<file path="src/rtl/uart_brk_pkg.sv">
package uart_brk_pkg;

    typedef enum logic [2:0] {
        ST_IDLE,
        ST_START,
        ST_DATA,
        ST_PARITY,
        ST_STOP,
        ST_BREAK,
        ST_MARK
    } tx_state_e;

    localparam logic [1:0] PAR_EVEN = 2'b01;
    localparam logic [1:0] PAR_ODD  = 2'b10;

    function automatic logic parity_on(input logic [1:0] mode);
        return (mode == PAR_EVEN) || (mode == PAR_ODD);
    endfunction

endpackage

</file>
<file path="src/rtl/tx_holding_reg.sv">
module tx_holding_reg #(
    parameter int DW = 8
) (
    input  logic          clk,
    input  logic          rst_n,
    input  logic          wr_valid,
    input  logic [DW-1:0] wr_data,
    output logic          wr_ready,
    input  logic          take,
    output logic [DW-1:0] hold_data,
    output logic          hold_full
);

    logic [DW-1:0] data_q;
    logic          full_q;

    always_ff @(posedge clk or negedge rst_n) begin
        if (!rst_n) begin
            full_q <= 1'b0;
            data_q <= '0;
        end else if (take) begin
            full_q <= 1'b0;
        end else if (wr_valid && !full_q) begin
            full_q <= 1'b1;
            data_q <= wr_data;
        end
    end

    always_comb begin
        wr_ready  = !full_q;
        hold_full = full_q;
        hold_data = data_q;
    end

    // a full register keeps its byte until the sequencer takes it
    assert_hold_stable_R4: assert property (@(posedge clk) disable iff (!rst_n)
        (full_q && !take) |=> (full_q && $stable(data_q)));

endmodule

</file>
<file path="src/rtl/tx_break_ctl.sv">
module tx_break_ctl (
    input  logic clk,
    input  logic rst_n,
    input  logic brk_start,
    input  logic brk_stop,
    input  logic in_break,
    input  logic brk_enter,
    input  logic brk_exit,
    output logic brk_pend,
    output logic stop_req
);

    logic pend_q;
    logic stop_q;

    always_ff @(posedge clk or negedge rst_n) begin
        if (!rst_n) begin
            pend_q <= 1'b0;
        end else if (brk_enter) begin
            pend_q <= 1'b0;
        end else if (brk_start && !pend_q && !in_break) begin
            pend_q <= 1'b1;
        end
    end

    always_ff @(posedge clk or negedge rst_n) begin
        if (!rst_n) begin
            stop_q <= 1'b0;
        end else if (brk_exit) begin
            stop_q <= 1'b0;
        end else if (brk_stop && (pend_q || in_break)) begin
            stop_q <= 1'b1;
        end
    end

    always_comb begin
        brk_pend = pend_q;
        stop_req = stop_q;
    end

    // a break only begins from an accepted, pending request
    assert_enter_from_pend_R8: assert property (@(posedge clk) disable iff (!rst_n)
        $rose(in_break) |-> $past(pend_q));

    // no new request is queued while a break holds the line
    assert_no_pend_in_break_R8: assert property (@(posedge clk) disable iff (!rst_n)
        (in_break && !brk_exit) |=> !pend_q);

endmodule

</file>
<file path="src/rtl/tx_sequencer.sv">
module tx_sequencer
    import uart_brk_pkg::*;
#(
    parameter int DW = 8,
    parameter int CW = 4
) (
    input  logic          clk,
    input  logic          rst_n,
    input  logic          tick,
    input  logic          par_en,
    input  logic          par_odd,
    input  logic          hold_full,
    input  logic [DW-1:0] hold_data,
    input  logic          brk_pend,
    input  logic          stop_req,
    output logic          take,
    output logic          brk_enter,
    output logic          brk_exit,
    output logic          in_break,
    output logic          line_idle,
    output logic          txd
);

    localparam int BW = (DW > 1) ? $clog2(DW) : 1;

    tx_state_e     state_q, state_d;
    logic [DW-1:0] shift_q;
    logic          par_q;
    logic [BW-1:0] bit_q;
    logic [CW-1:0] brk_cnt_q;
    logic [CW-1:0] char_len;

    assign char_len = par_en ? CW'(DW + 3) : CW'(DW + 2);

    // state register
    always_ff @(posedge clk or negedge rst_n) begin
        if (!rst_n) state_q <= ST_IDLE;
        else        state_q <= state_d;
    end

    // next state and handshake pulses
    always_comb begin
        state_d   = state_q;
        take      = 1'b0;
        brk_enter = 1'b0;
        brk_exit  = 1'b0;
        if (tick) begin
            unique case (state_q)
                ST_IDLE, ST_STOP, ST_MARK: begin
                    if (brk_pend) begin
                        state_d   = ST_BREAK;
                        brk_enter = 1'b1;
                    end else if (hold_full) begin
                        state_d = ST_START;
                        take    = 1'b1;
                    end else begin
                        state_d = ST_IDLE;
                    end
                end
                ST_START:  state_d = ST_DATA;
                ST_DATA: begin
                    if (bit_q == BW'(DW - 1))
                        state_d = par_en ? ST_PARITY : ST_STOP;
                end
                ST_PARITY: state_d = ST_STOP;
                ST_BREAK: begin
                    if ((brk_cnt_q >= char_len) && stop_req) begin
                        state_d  = ST_MARK;
                        brk_exit = 1'b1;
                    end
                end
                default:   state_d = ST_IDLE;
            endcase
        end
    end

    // datapath: shift register, parity, bit and break counters
    always_ff @(posedge clk or negedge rst_n) begin
        if (!rst_n) begin
            shift_q   <= '0;
            par_q     <= 1'b0;
            bit_q     <= '0;
            brk_cnt_q <= '0;
        end else begin
            if (take) begin
                shift_q <= hold_data;
                par_q   <= (^hold_data) ^ par_odd;
            end else if (tick && state_q == ST_DATA) begin
                shift_q <= shift_q >> 1;
            end
            if (tick && state_q == ST_START)
                bit_q <= '0;
            else if (tick && state_q == ST_DATA)
                bit_q <= bit_q + 1'b1;
            if (brk_enter)
                brk_cnt_q <= CW'(1);
            else if (tick && state_q == ST_BREAK && brk_cnt_q != '1)
                brk_cnt_q <= brk_cnt_q + 1'b1;
        end
    end

    // outputs
    always_comb begin
        unique case (state_q)
            ST_START, ST_BREAK:        txd = 1'b0;
            ST_DATA:                   txd = shift_q[0];
            ST_PARITY:                 txd = par_q;
            default:                   txd = 1'b1;
        endcase
        in_break  = (state_q == ST_BREAK);
        line_idle = (state_q == ST_IDLE);
    end

    // a break never leaves before the minimum frame count
    assert_min_break_R6: assert property (@(posedge clk) disable iff (!rst_n)
        $fell(in_break) |-> ($past(brk_cnt_q) >= $past(char_len)));

    // with release latched and minimum reached, the next tick ends the break
    assert_late_release_R7: assert property (@(posedge clk) disable iff (!rst_n)
        (in_break && tick && stop_req && brk_cnt_q >= char_len) |=> !in_break);

    // a break is always followed by a high mark bit
    assert_mark_after_break_R9: assert property (@(posedge clk) disable iff (!rst_n)
        $fell(in_break) |-> (txd && state_q == ST_MARK));

endmodule

</file>
<file path="src/rtl/uart_brk_tx.sv">
module uart_brk_tx
    import uart_brk_pkg::*;
#(
    parameter int DW = 8,
    localparam int CW = $clog2(DW + 4)
) (
    input  logic          clk,
    input  logic          rst_n,
    input  logic          baud_tick,
    input  logic [1:0]    par_mode,
    input  logic          wr_valid,
    input  logic [DW-1:0] wr_data,
    output logic          wr_ready,
    input  logic          brk_start,
    input  logic          brk_stop,
    output logic          txd,
    output logic          hold_empty,
    output logic          tx_empty,
    output logic          brk_active
);

    logic          take, brk_enter, brk_exit, in_break, line_idle;
    logic          hold_full, brk_pend, stop_req;
    logic [DW-1:0] hold_data;

    tx_holding_reg #(.DW(DW)) u_hold (
        .clk       (clk),
        .rst_n     (rst_n),
        .wr_valid  (wr_valid),
        .wr_data   (wr_data),
        .wr_ready  (wr_ready),
        .take      (take),
        .hold_data (hold_data),
        .hold_full (hold_full)
    );

    tx_break_ctl u_brk (
        .clk       (clk),
        .rst_n     (rst_n),
        .brk_start (brk_start),
        .brk_stop  (brk_stop),
        .in_break  (in_break),
        .brk_enter (brk_enter),
        .brk_exit  (brk_exit),
        .brk_pend  (brk_pend),
        .stop_req  (stop_req)
    );

    tx_sequencer #(.DW(DW), .CW(CW)) u_seq (
        .clk       (clk),
        .rst_n     (rst_n),
        .tick      (baud_tick),
        .par_en    (parity_on(par_mode)),
        .par_odd   (par_mode == PAR_ODD),
        .hold_full (hold_full),
        .hold_data (hold_data),
        .brk_pend  (brk_pend),
        .stop_req  (stop_req),
        .take      (take),
        .brk_enter (brk_enter),
        .brk_exit  (brk_exit),
        .in_break  (in_break),
        .line_idle (line_idle),
        .txd       (txd)
    );

    always_comb begin
        hold_empty = !hold_full;
        brk_active = in_break;
        tx_empty   = line_idle && !hold_full && !brk_pend;
    end

    // the break indication implies a low line
    assert_break_low_R10: assert property (@(posedge clk) disable iff (!rst_n)
        brk_active |-> !txd);

    // empty implies a high line, nothing held, no break
    assert_empty_quiet_R10: assert property (@(posedge clk) disable iff (!rst_n)
        tx_empty |-> (txd && hold_empty && !brk_active));

    // a break starts only after a high bit (stop, mark or idle)
    assert_break_after_high_R5: assert property (@(posedge clk) disable iff (!rst_n)
        $rose(brk_active) |-> $past(txd));

endmodule

</file>
<file path="config.mk">
export PLATFORM = sky130hd
export DESIGN_NAME = uart_brk_tx
export DESIGN_NICKNAME = d
export VERILOG_FILES = /design/src/rtl/uart_brk_pkg.sv /design/src/rtl/tx_holding_reg.sv /design/src/rtl/tx_break_ctl.sv /design/src/rtl/tx_sequencer.sv /design/src/rtl/uart_brk_tx.sv
export SDC_FILE = /design/constraint.sdc
export NUM_CORES = 1
export LEC_CHECK = 0
export BUFFER_PORTS_ARGS = -buffer_cell sky130_fd_sc_hd__buf_2
export CAP_MARGIN = 20
export CORE_ASPECT_RATIO = 1.4
export CORE_UTILIZATION = 50
export CTS_BUF_LIST = sky130_fd_sc_hd__clkbuf_8
export CTS_CLUSTER_DIAMETER = 80
export CTS_CLUSTER_SIZE = 24
export DETAILED_ROUTE_END_ITERATION = 6
export PLACE_DENSITY = 0.71
export SLEW_MARGIN = 10
export SYNTH_ARGS = -nofsm -noshare
export SYNTH_HDL_FRONTEND = slang
export SYNTH_SLANG_ARGS = --single-unit
</file>
<file path="constraint.sdc">
create_clock -name clk -period 3.4 [get_ports clk]
set_input_delay 0.34 -clock clk [delete_from_list [all_inputs] [get_ports clk]]
set_output_delay 0.34 -clock clk [all_outputs]
set_load 0.03 [all_outputs]
</file>
==> results of run 1 <==
path summary, 6_finish.rpt:
path                                              start                           end  depth (start not counted)
setup / recovery           u_seq.state_q[1]$_DFFE_PN0P_                    brk_active                          4
min in group clk                               wr_valid  u_hold.hold_full$_DFFE_PN0P_                          3
hold reg to reg                 u_seq.par_q$_DFFE_PN0P_       u_seq.par_q$_DFFE_PN0P_                          2
setup reg to reg           u_seq.state_q[0]$_DFFE_PN0P_  u_seq.shift_q[3]$_DFFE_PN0P_                          3
hold / removal                                    rst_n  u_seq.state_q[1]$_DFFE_PN0P_                          1
max in group asynchronous                         rst_n  u_seq.shift_q[5]$_DFFE_PN0P_                          1
power breakdown:
group          internal [mW]  leakage (nW)  switching, mW
logic                  0.360         0.417          0.342
registers              0.512         0.360          0.159
clock network          0.160        0.0524          0.131
total                   1.03         0.829          0.632
layer usage:
metal  global-route usage [%]  up-vias  routed length [um]
li1                         -      565                   -
met1                     23.7      538                1190
met2                     32.0       39                1440
met3                     4.82        5                 148
met4                     12.1        0                  70
met5                        0        -                   0
critical path, delay by kind of cell (launching register included):
kind	cells	cell delay, ns
buffers and inverters	2	0.40
flip-flops	1	0.47
AND/OR/NAND/NOR	2	0.39
flip-flops by register name (all words and copies together), names as in the netlist:
register and flops:
u_seq.par_q 1, u_seq.bit_q 3, u_seq.shift_q 8, u_hold.hold_full 1
u_brk.brk_pend 1, u_seq.state_q 3, u_seq.brk_cnt_q 4, u_brk.stop_req 1
u_hold.hold_data 8
area by class of cell:
class                   count  area [um2]
clock buffers               6        82.6
clock inverters             2        8.76
fillers                   277        1280
inverters                   9        33.8
multi-input cells         106         786
flip-flops and latches     30         751
well taps                  39        48.8
repair buffers             20         100
logic make-up (layout without fill, tap and decap cells):
kind of cell | count (synthesis) | count (layout) | synth area share (%)
flops | 30 | 30 | 46.2
fa+ha+maj | 5 | 5 | 3.85
buf+inv | 16 | 37 | 5.47
simple gates | 45 | 45 | 15.6
compound gates | 28 | 28 | 10.9
mux | 19 | 19 | 12.4
xor+xnor | 9 | 9 | 5.70
synthesized netlist by cell type:
library cell	n
a211o_2	1
a21oi_1	5
a22oi_1	1
a31o_2	1
a31oi_1	1
a32oi_1	3
and2b_2	1
and3_1	1
buf_4	1
buf_6	2
clkbuf_1	3
clkbuf_8	1
dfrtp_1	30
ha_1	5
inv_1	8
inv_2	1
mux2_2	9
mux2i_1	10
nand2_1	15
nand2b_1	6
nand3_1	3
nand4_1	1
nor2_1	11
nor2b_1	1
nor2b_4	1
nor3_4	1
nor3b_1	2
nor4_4	1
nor4b_1	1
o21ai_0	8
o21ai_1	4
o21ai_2	1
o221ai_1	2
o22ai_1	1
xnor2_1	5
xnor3_1	1
xor2_1	3
stage by stage:
| step | setup slack [ns] | cells |
|---|---|---|
| after global placement | 1.61 | 204 |
| after detailed placement | 1.57 | 204 |
| after floorplan | 1.45 | 152 |
| final | 1.51 | 212 |
| after global routing | 1.40 | 212 |
| after CTS | 1.51 | 212 |
==> results by group, run 1 <==
Timing
  • Setup TNS: 0 ns
  • Worst Max-Slew Pin Slew: 0.832 ns
  • Setup violators final: 0
  • Worst Clk Skew: 0.00493 ns
  • Fmax: 530 MHz
  • RSZ-0062 raised after global routing: no
  • Final Cycle Share: 55.5%
  • Hold Vio Cnt, Final: 0
  • Fin Hold WS: 0.0888 ns
  • Min Tclk post-route: 1.89 ns
  • Relative slew slack: 44.1%
  • Fin. max-slew vios: 0

Logic synthesis
  • Synth area leader: dfrtp_1
  • Post-Syn Area: 0.00163 mm2
  • Cells after Synth: 152
  • Syn Nets: 173
  • Yosys reg bits: 30
  • Synth top area share: 46.2%
  • Register area share after synthesis: 46.2%
  • Distinct cells, synth: 37
  • Synth area leaders: dfrtp_1 (46%), mux2_2 (6.2%), mux2i_1 (6.2%), ha_1 (3.8%), nand2_1 (3.5%)
  • Syn. warnings: 0
  • Avg Cell Area, Syn: 10.7 um2

Finish
  • Ant. Diodes: 0
  • Finished Cell Area: 0.00181 mm2
  • Nets: 193
  • P&R area growth vs syn: 11.4%
  • Commonest non-fill, non-tap cell in the layout: dfrtp_1
  • Post-layout util: 58.5%
  • Highest-count cells in the layout ignoring fill and taps: dfrtp_1 (30), buf_2 (20), nand2_1 (15)
  • Layout cells sized above 1: 25.4%

Critical path
  • CP peak stage delay: 0.47 ns
  • WS Path Type: flip-flop to output pin
  • Largest fanout on the critical path: 8
  • WP data required: 3.06 ns
  • Critical path startpoint category: flip-flop
  • Reg2Reg Setup Slack: 1.59 ns
  • Cell-by-cell trace of the critical path: and2b_2, nand2_1, inv_1, buf_2
  • Critical Path End Type: output pin
  • Crit-path slowest cell: dfrtp_1
  • Crit path DAT: 1.55 ns

Detailed routing
  • Initial DRC count: 21
  • Vias post-DR: 1147
  • Routed Antenna Nets: 0
  • Vias per cell: 5.41
  • Routed Wire Length: 2840 um
  • Wire length per cell: 13.4 um
  • DR DRC count: 0
  • First-pass detailed-route iteration total: 4

Clocking
  • Postcts setup bufs: 0
  • Root buffer cell: clkbuf_8
  • CTS H-tree lvls: 2
  • CTS resizes: 0
  • Max Root-Sink Buffers: 2
  • CTS clk-pin slew, worst paths: 0.07 ns
  • Clk Latency, worst-skew pair: 0.28 ns
  • Sink Count: 30
  • CTS Hold Bufs: 0
  • CTS Buf Count: 5
  • CTS tree: done

Power
  • Worst vdd ir: 624 uV
  • P_leak: 0.829 nW
  • Power per cell area: 919 mW/mm2
  • Pwr Total: 1.66 mW

Hold path
  • Min-Delay Path Class: primary input to asynchronous set/reset pin

Global route
  • First-pass GRT wire length: 5150 um
  • Number of global-route vias before repair: 1138
  • Initial antenna violation count: 0
  • Largest net degree at the start of global routing: 31
  • GRT Total Usage: 20.0%
  • Remaining Overflow, GRT: 0

Place
  • I/O Buffers: 20
  • Post-DP Area: 0.00172 mm2
  • Post-DP HPWL: 2100 um
  • GP Congestion: 0.885

Floorplan
  • Die width: 50.2 um
  • CORE AREA: 0.00309 mm2
  • Std cell rows: 24
  • Die Y: 69.5 um
  • Initial Util: 52.5%
  • # IOs: 21
  • Die ar.: 0.00349 mm2

Run status
  • Status: completed

Flow run
  • # Max-Cap Violations: 0
(Power assumes the default switching activity.)
==> run 2: changes to the inputs <==
--- a/config.mk
+++ b/config.mk
@@ -13,7 +13,7 @@
 export CTS_CLUSTER_DIAMETER = 80
 export CTS_CLUSTER_SIZE = 24
 export DETAILED_ROUTE_END_ITERATION = 6
-export PLACE_DENSITY = 0.71
+export PLACE_DENSITY = 0.73
 export SLEW_MARGIN = 10
 export SYNTH_ARGS = -nofsm -noshare
 export SYNTH_HDL_FRONTEND = slang
==> constraint.sdc (replaced) <==
create_clock -name clk -period 1.7 [get_ports clk]
set_input_delay 0.17 -clock clk [delete_from_list [all_inputs] [get_ports clk]]
set_output_delay 0.17 -clock clk [all_outputs]
set_load 0.03 [all_outputs]
==> run 2 against run 1 <==
  * Utilization is 1.6 points higher
  * Sequential cell count stayed put
  * Clock skew hardly changed
  * Combinational power is 120% higher
  * Sequential share of layout area is 1.0 points lower
  * Critical endpoint is now txd
  * Clock power is 82% higher
  * Critical path depth is 2 higher
  * Sequential power is 99% higher
  * Count of clock-buffer cells in the layout is 1 lower
  * Final cell count is 2.4% higher
==> results by group, run 2 (synthesis gave the netlist of run 1 again) <==
Floorplan
  • Die width: 50.2 um (unchanged)
  • CORE AREA: 0.00309 mm2 (unchanged)
  • Initial Util: 52.5% (unchanged)
  • Std cell rows: 24 (unchanged)
  • Die ar.: 0.00349 mm2 (unchanged)
  • Die Y: 69.5 um (unchanged)
  • # IOs: 21 (unchanged)

Clocking
  • Root buffer cell: clkbuf_8
  • Max Root-Sink Buffers: 2 (unchanged)
  • CTS clk-pin slew, worst paths: 0.06 ns (about the same)
  • Clk Latency, worst-skew pair: 0.28 ns (about the same)
  • CTS Buf Count: 5 (unchanged)
  • CTS tree: done
  • Sink Count: 30 (unchanged)
  • Postcts setup bufs: 0 (unchanged)
  • CTS H-tree lvls: 2 (unchanged)

Finish
  • Non-Filler Instances: 217 (+2.4%)
  • Ant. Diodes: 0 (unchanged)
  • Sequential Area: 752 um2 (+0.17%)
  • Commonest non-fill, non-tap cell in the layout: dfrtp_1
  • Multi-input logic area: 797 um2 (+1.4%)
  • Layout cells sized above 1: 29.8% (+4.3 points)
  • Nets: 199 (+3.1%)
  • P&R area growth vs syn: 14.5%
  • Filler Cells Inserted: 279 (+0.72%)
  • Highest-count cells in the layout ignoring fill and taps: dfrtp_1 (29), buf_2 (19), nand2_1 (15)

Critical path
  • Largest fanout on the critical path: 9 (+1)
  • Crit path DAT: 1.43 ns (-0.12 ns)
  • Crit path top cell by count: nor2_1
  • Worst R2R Path Depth: 6 (+3)
  • Crit-path slowest cell: dfrtp_1
  • Cell-by-cell trace of the critical path: buf_4, nor3b_2, a21oi_1, nor2_1, nor2_1, buf_2
  • Critical Path End Type: output pin
  • CP top delay family: flip-flops
  • Critical path startpoint category: flip-flop
  • WP data required: 1.53 ns (-1.53 ns)
  • Critical path buffers and inverters: 2 (unchanged)
  • CP peak stage delay: 0.41 ns (-0.06 ns)
  • WS Path Type: flip-flop to output pin
  • Critical path depth: 6 (+2)

Timing
  • RSZ-0062 raised after global routing: no
  • Hold Vio Cnt, Final: 0 (unchanged)
  • Setup violators final: 0 (unchanged)
  • Min Tclk post-route: 1.60 ns
  • Relative slew slack: 55.6% (+11 points)
  • Final Cycle Share: 93.8%
  • Fin Hold WS: 0.127 ns (+0.0379 ns)
  • Worst Clk Skew: 0.00527 ns (+0.000340 ns)
  • Setup TNS: 0 ns (unchanged)
  • Worst Max-Slew Pin Slew: 0.666 ns (-0.165 ns)
  • Fmax: 627 MHz
  • Fin. max-slew vios: 0 (unchanged)

Detailed routing
  • Vias per cell: 5.47 (+1.0%)
  • DR DRC count: 0 (unchanged)
  • Routed Antenna Nets: 0 (unchanged)
  • Wire length per cell: 13.9 um (+3.7%)
  • Vias post-DR: 1186 (+3.4%)
  • Initial DRC count: 31 (+48%)
  • First-pass detailed-route iteration total: 4 (unchanged)
  • Routed Wire Length: 3020 um (+6.2%)

Global route
  • Number of global-route vias before repair: 1248 (+9.7%)
  • Largest net degree at the start of global routing: 31 (unchanged)
  • Initial antenna violation count: 0 (unchanged)
  • First-pass GRT wire length: 5390 um (+4.5%)
  • GRT Total Usage: 20.6% (+0.61 points)
  • Remaining Overflow, GRT: 0 (unchanged)

Flow run
  • # Max-Cap Violations: 0 (unchanged)

Hold path
  • Hold depth: 2
  • Min-Delay Path Class: primary input to flip-flop

Power
  • P_leak: 0.850 nW (+2.5%)
  • Power per cell area: 1820 mW/mm2 (+98%)
  • Worst vdd ir: 1290 uV (+110%)

Place
  • Inst Count DP: 209 (+2.5%)
  • I/O Buffers: 20 (unchanged)
  • Post-DP HPWL: 2330 um (+11%)
  • GP Congestion: 0.852 (-3.8%)

Run status
  • Status: completed
## run 2: through the flow
step / instance area, um2 / total power [mW] / setup WS [ns] / util [%]
final: 1860 / 3.38 / 0.105 / 60.2
after global routing: 1860 / 3.64 / 0.0153 / 60.2
after CTS: 1850 / 3.40 / 0.0237 / 60.0
after detailed placement: 1760 / 2.86 / 0.0681 / 57.0
after global placement: 1760 / 2.76 / 0.110 / 57.0
after floorplan: 1630 / 2.53 / 0.132 / -
## run 2: worst paths after layout
kind	from	end	slack [ns]
worst max-delay path	u_seq.state_q[0]$_DFFE_PN0P_	txd	0.10
worst min-delay path	wr_data[6]	u_hold.hold_data[6]$_DFFE_PN0P_	0.13
worst max register to register	u_seq.state_q[1]$_DFFE_PN0P_	u_seq.brk_cnt_q[0]$_DFFE_PN0P_	0.21
worst min register to register	u_brk.stop_req$_DFFE_PN0P_	u_brk.stop_req$_DFFE_PN0P_	0.52
max in group asynchronous	rst_n	u_seq.state_q[1]$_DFFE_PN0P_	0.77
min in group asynchronous	rst_n	u_seq.bit_q[1]$_DFFE_PN0P_	0.46
## run 2: layout make-up
type,count,share of cell area [%]
Multi-Input combinational cell,106,42.8
Tap cell,39,2.62
Inverter,9,1.82
Clock buffer,5,3.70
Timing Repair Buffer,26,8.07
Sequential cell,30,40.4
Clock inverter,2,0.538
## run 2: power by group
group,switching [mW],internal (mW),total [mW]
sequential,0.317,1.03,1.34
clock,0.256,0.274,0.530
combinational,0.734,0.775,1.51
## run 2: metal layers
layer	vias to the layer above	share of wire [%]	track usage, %
li1	573	-	-
met3	6	4.5	4.61
met1	571	39	23.1
met4	0	1.9	9.84
met5	-	0	0
met2	36	54	35.9
## run 2: what timing repair did
action,CTS,global route
setup endpoints to repair,1,2
hold buffers,1,0
gates resized for setup,1,3
endpoints found under the hold margin,30,0
==> run 3: changes to the inputs <==
--- a/config.mk
+++ b/config.mk
@@ -8,12 +8,13 @@
 export BUFFER_PORTS_ARGS = -buffer_cell sky130_fd_sc_hd__buf_2
 export CAP_MARGIN = 20
 export CORE_ASPECT_RATIO = 1.4
-export CORE_UTILIZATION = 50
+export CORE_UTILIZATION = 55
 export CTS_BUF_LIST = sky130_fd_sc_hd__clkbuf_8
 export CTS_CLUSTER_DIAMETER = 80
 export CTS_CLUSTER_SIZE = 24
 export DETAILED_ROUTE_END_ITERATION = 6
-export PLACE_DENSITY = 0.73
+export PLACE_DENSITY = 0.76
+export REMOVE_ABC_BUFFERS = 1
 export SLEW_MARGIN = 10
 export SYNTH_ARGS = -nofsm -noshare
 export SYNTH_HDL_FRONTEND = slang
==> constraint.sdc (replaced) <==
create_clock -name clk -period 1.8 [get_ports clk]
set_input_delay 0.18 -clock clk [delete_from_list [all_inputs] [get_ports clk]]
set_output_delay 0.18 -clock clk [all_outputs]
set_load 0.03 [all_outputs]
==> run 3 against run 2 <==
  * First-iteration DRC count down 3.2%
  * Utilization up 4.7 points
  * Critical path type unchanged
  * Sequential share of layout area up 0.21 points
  * Critical path depth down 2
  * Critical endpoint is now brk_active
  * Global-route usage up 3.1 points
==> results by group, run 3 (synthesis gave the netlist of run 1 again) <==
Run status
  • Status: completed

Floorplan
  • Std cell rows: 23 (-4.2%)
  • # IOs: 21 (unchanged)
  • Die ar.: 0.00318 mm2 (-8.8%)
  • Die Y: 66.3 um (-4.5%)
  • CORE AREA: 0.00285 mm2 (-7.9%)
  • Die width: 47.9 um (-4.5%)
  • Initial Util: 57.0% (+4.5 points)

Place
  • Post-DP HPWL: 2190 um (-5.6%)
  • I/O Buffers: 20 (unchanged)
  • GP Congestion: 0.893 (+4.9%)
  • Inst Count DP: 206 (-1.4%)

Clocking
  • CTS H-tree lvls: 2 (unchanged)
  • CTS tree: done
  • CTS clk-pin slew, worst paths: 0.06 ns (about the same)
  • CTS Buf Count: 5 (unchanged)
  • Max Root-Sink Buffers: 2 (unchanged)
  • Sink Count: 30 (unchanged)
  • Root buffer cell: clkbuf_8
  • Clk Latency, worst-skew pair: 0.28 ns (about the same)

Global route
  • Initial antenna violation count: 0 (unchanged)
  • GRT Total Usage: 23.8% (+3.1 points)
  • Number of global-route vias before repair: 1174 (-5.9%)
  • First-pass GRT wire length: 5080 um (-5.8%)
  • Largest net degree at the start of global routing: 31 (unchanged)
  • Remaining Overflow, GRT: 0 (unchanged)

Timing
  • RSZ-0062 raised after global routing: no
  • Final Cycle Share: 93.5%
  • Fin. max-slew vios: 0 (unchanged)
  • Worst Max-Slew Pin Slew: 0.660 ns (-0.00634 ns)
  • Setup TNS: 0 ns (unchanged)
  • Min Tclk post-route: 1.68 ns
  • Relative slew slack: 56.0% (+0.42 points)
  • Setup violators final: 0 (unchanged)
  • Worst Clk Skew: 0.00994 ns (+0.00467 ns)
  • Fmax: 594 MHz
  • Hold Vio Cnt, Final: 0 (unchanged)

Detailed routing
  • Vias post-DR: 1181 (-0.42%)
  • First-pass detailed-route iteration total: 4 (unchanged)
  • DR DRC count: 0 (unchanged)
  • Wire length per cell: 14.1 um (+1.2%)
  • Initial DRC count: 30 (-3.2%)
  • Routed Wire Length: 3030 um (+0.30%)
  • Routed Antenna Nets: 0 (unchanged)
  • Vias per cell: 5.49 (+0.50%)

Finish
  • Post-layout util: 64.9% (+4.7 points)
  • P&R area growth vs syn: 13.7%
  • Commonest non-fill, non-tap cell in the layout: dfrtp_1
  • Layout cells sized above 1: 27.5% (-2.2 points)
  • Non-Filler Instances: 215 (-0.92%)
  • Nets: 198 (-0.50%)
  • Ant. Diodes: 0 (unchanged)
  • Highest-count cells in the layout ignoring fill and taps: dfrtp_1 (30), buf_2 (20), nand2_1 (15)

Power
  • Power per cell area: 1740 mW/mm2 (-4.3%)
  • Worst vdd ir: 1230 uV (-4.4%)
  • P_leak: 0.852 nW (+0.17%)

Critical path
  • CP top delay family: flip-flops
  • Critical Path End Type: output pin
  • Critical path startpoint category: flip-flop
  • Crit-path slowest cell: dfrtp_1
  • WP data required: 1.62 ns (+0.09 ns)
  • Crit path DAT: 1.50 ns (+0.07 ns)
  • Largest fanout on the critical path: 8 (-1)
  • Critical path buffers and inverters: 2 (unchanged)
  • WS Path Type: flip-flop to output pin
  • Cell-by-cell trace of the critical path: and2b_2, nand2_1, inv_2, buf_2
  • CP peak stage delay: 0.47 ns (+0.06 ns)

Flow run
  • # Max-Cap Violations: 0 (unchanged)

Hold path
  • Min-Delay Path Class: primary input to flip-flop
## run 3: stage by stage
step | hold slack [ns] | power (mW) | area, um2 | setup WS [ns]
floorplan | -0.116 | 2.31 | 1570 | 0.0280
global placement | 0.235 | 2.60 | 1750 | 0.196
detailed placement | 0.248 | 2.67 | 1750 | 0.163
CTS | 0.115 | 3.25 | 1850 | 0.0433
global route | 0.110 | 3.49 | 1850 | 0.0211
finish | 0.129 | 3.22 | 1850 | 0.116
## run 3: report_power, final
part	leakage (nW)	total [mW]	switching, mW	internal (mW)
Sequential	0.360	1.25	0.278	0.968
Combinational	0.439	1.42	0.711	0.712
Clock	0.0524	0.548	0.246	0.302
Total	0.852	3.22	1.24	1.98
## run 3: path summary, 6_finish.rpt
check / from / end / slack (ns) / cells after the start
hold reg to reg: u_hold.hold_data[5]$_DFFE_PN0P_ / u_seq.shift_q[5]$_DFFE_PN0P_ / 0.52 / 2
setup / recovery: u_seq.state_q[1]$_DFFE_PN0P_ / brk_active / 0.12 / 4
hold / removal: wr_data[2] / u_hold.hold_data[2]$_DFFE_PN0P_ / 0.13 / 2
min in group asynchronous: rst_n / u_seq.brk_cnt_q[3]$_DFFE_PN0P_ / 0.46 / 2
max in group asynchronous: rst_n / u_hold.hold_data[6]$_DFFE_PN0P_ / 0.90 / 2
setup reg to reg: u_seq.state_q[0]$_DFFE_PN0P_ / u_seq.brk_cnt_q[1]$_DFFE_PN0P_ / 0.27 / 7
## run 3: what timing repair did
action,CTS,global route
hold endpoints to repair,30,0
gates resized for setup,0,1
hold buffers,1,0
setup buffers,0,0
endpoints found under the setup margin,0,1
## run 3: layout make-up
class | instances | area (um2)
Tap cell | 37 | 46.3
Clock buffer | 6 | 82.6
Inverter | 9 | 33.8
Timing Repair Buffer | 25 | 140
Fill cell | 252 | 1000
Sequential cell | 30 | 751
Multi-Input combinational cell | 106 | 786
Clock inverter | 2 | 8.76
## run 3: routing by layer
| layer | share of wire, % | global-route usage (%) | vias to the layer above | wire length [um] |
|---|---|---|---|---|
| met4 | 3.7 | 14.6 | 0 | 113 |
| met3 | 4.3 | 6.56 | 12 | 131 |
| met5 | 0 | 0 | - | 0 |
| li1 | - | - | 575 | - |
| met2 | 52 | 37.8 | 36 | 1580 |
| met1 | 40 | 26.7 | 558 | 1200 |
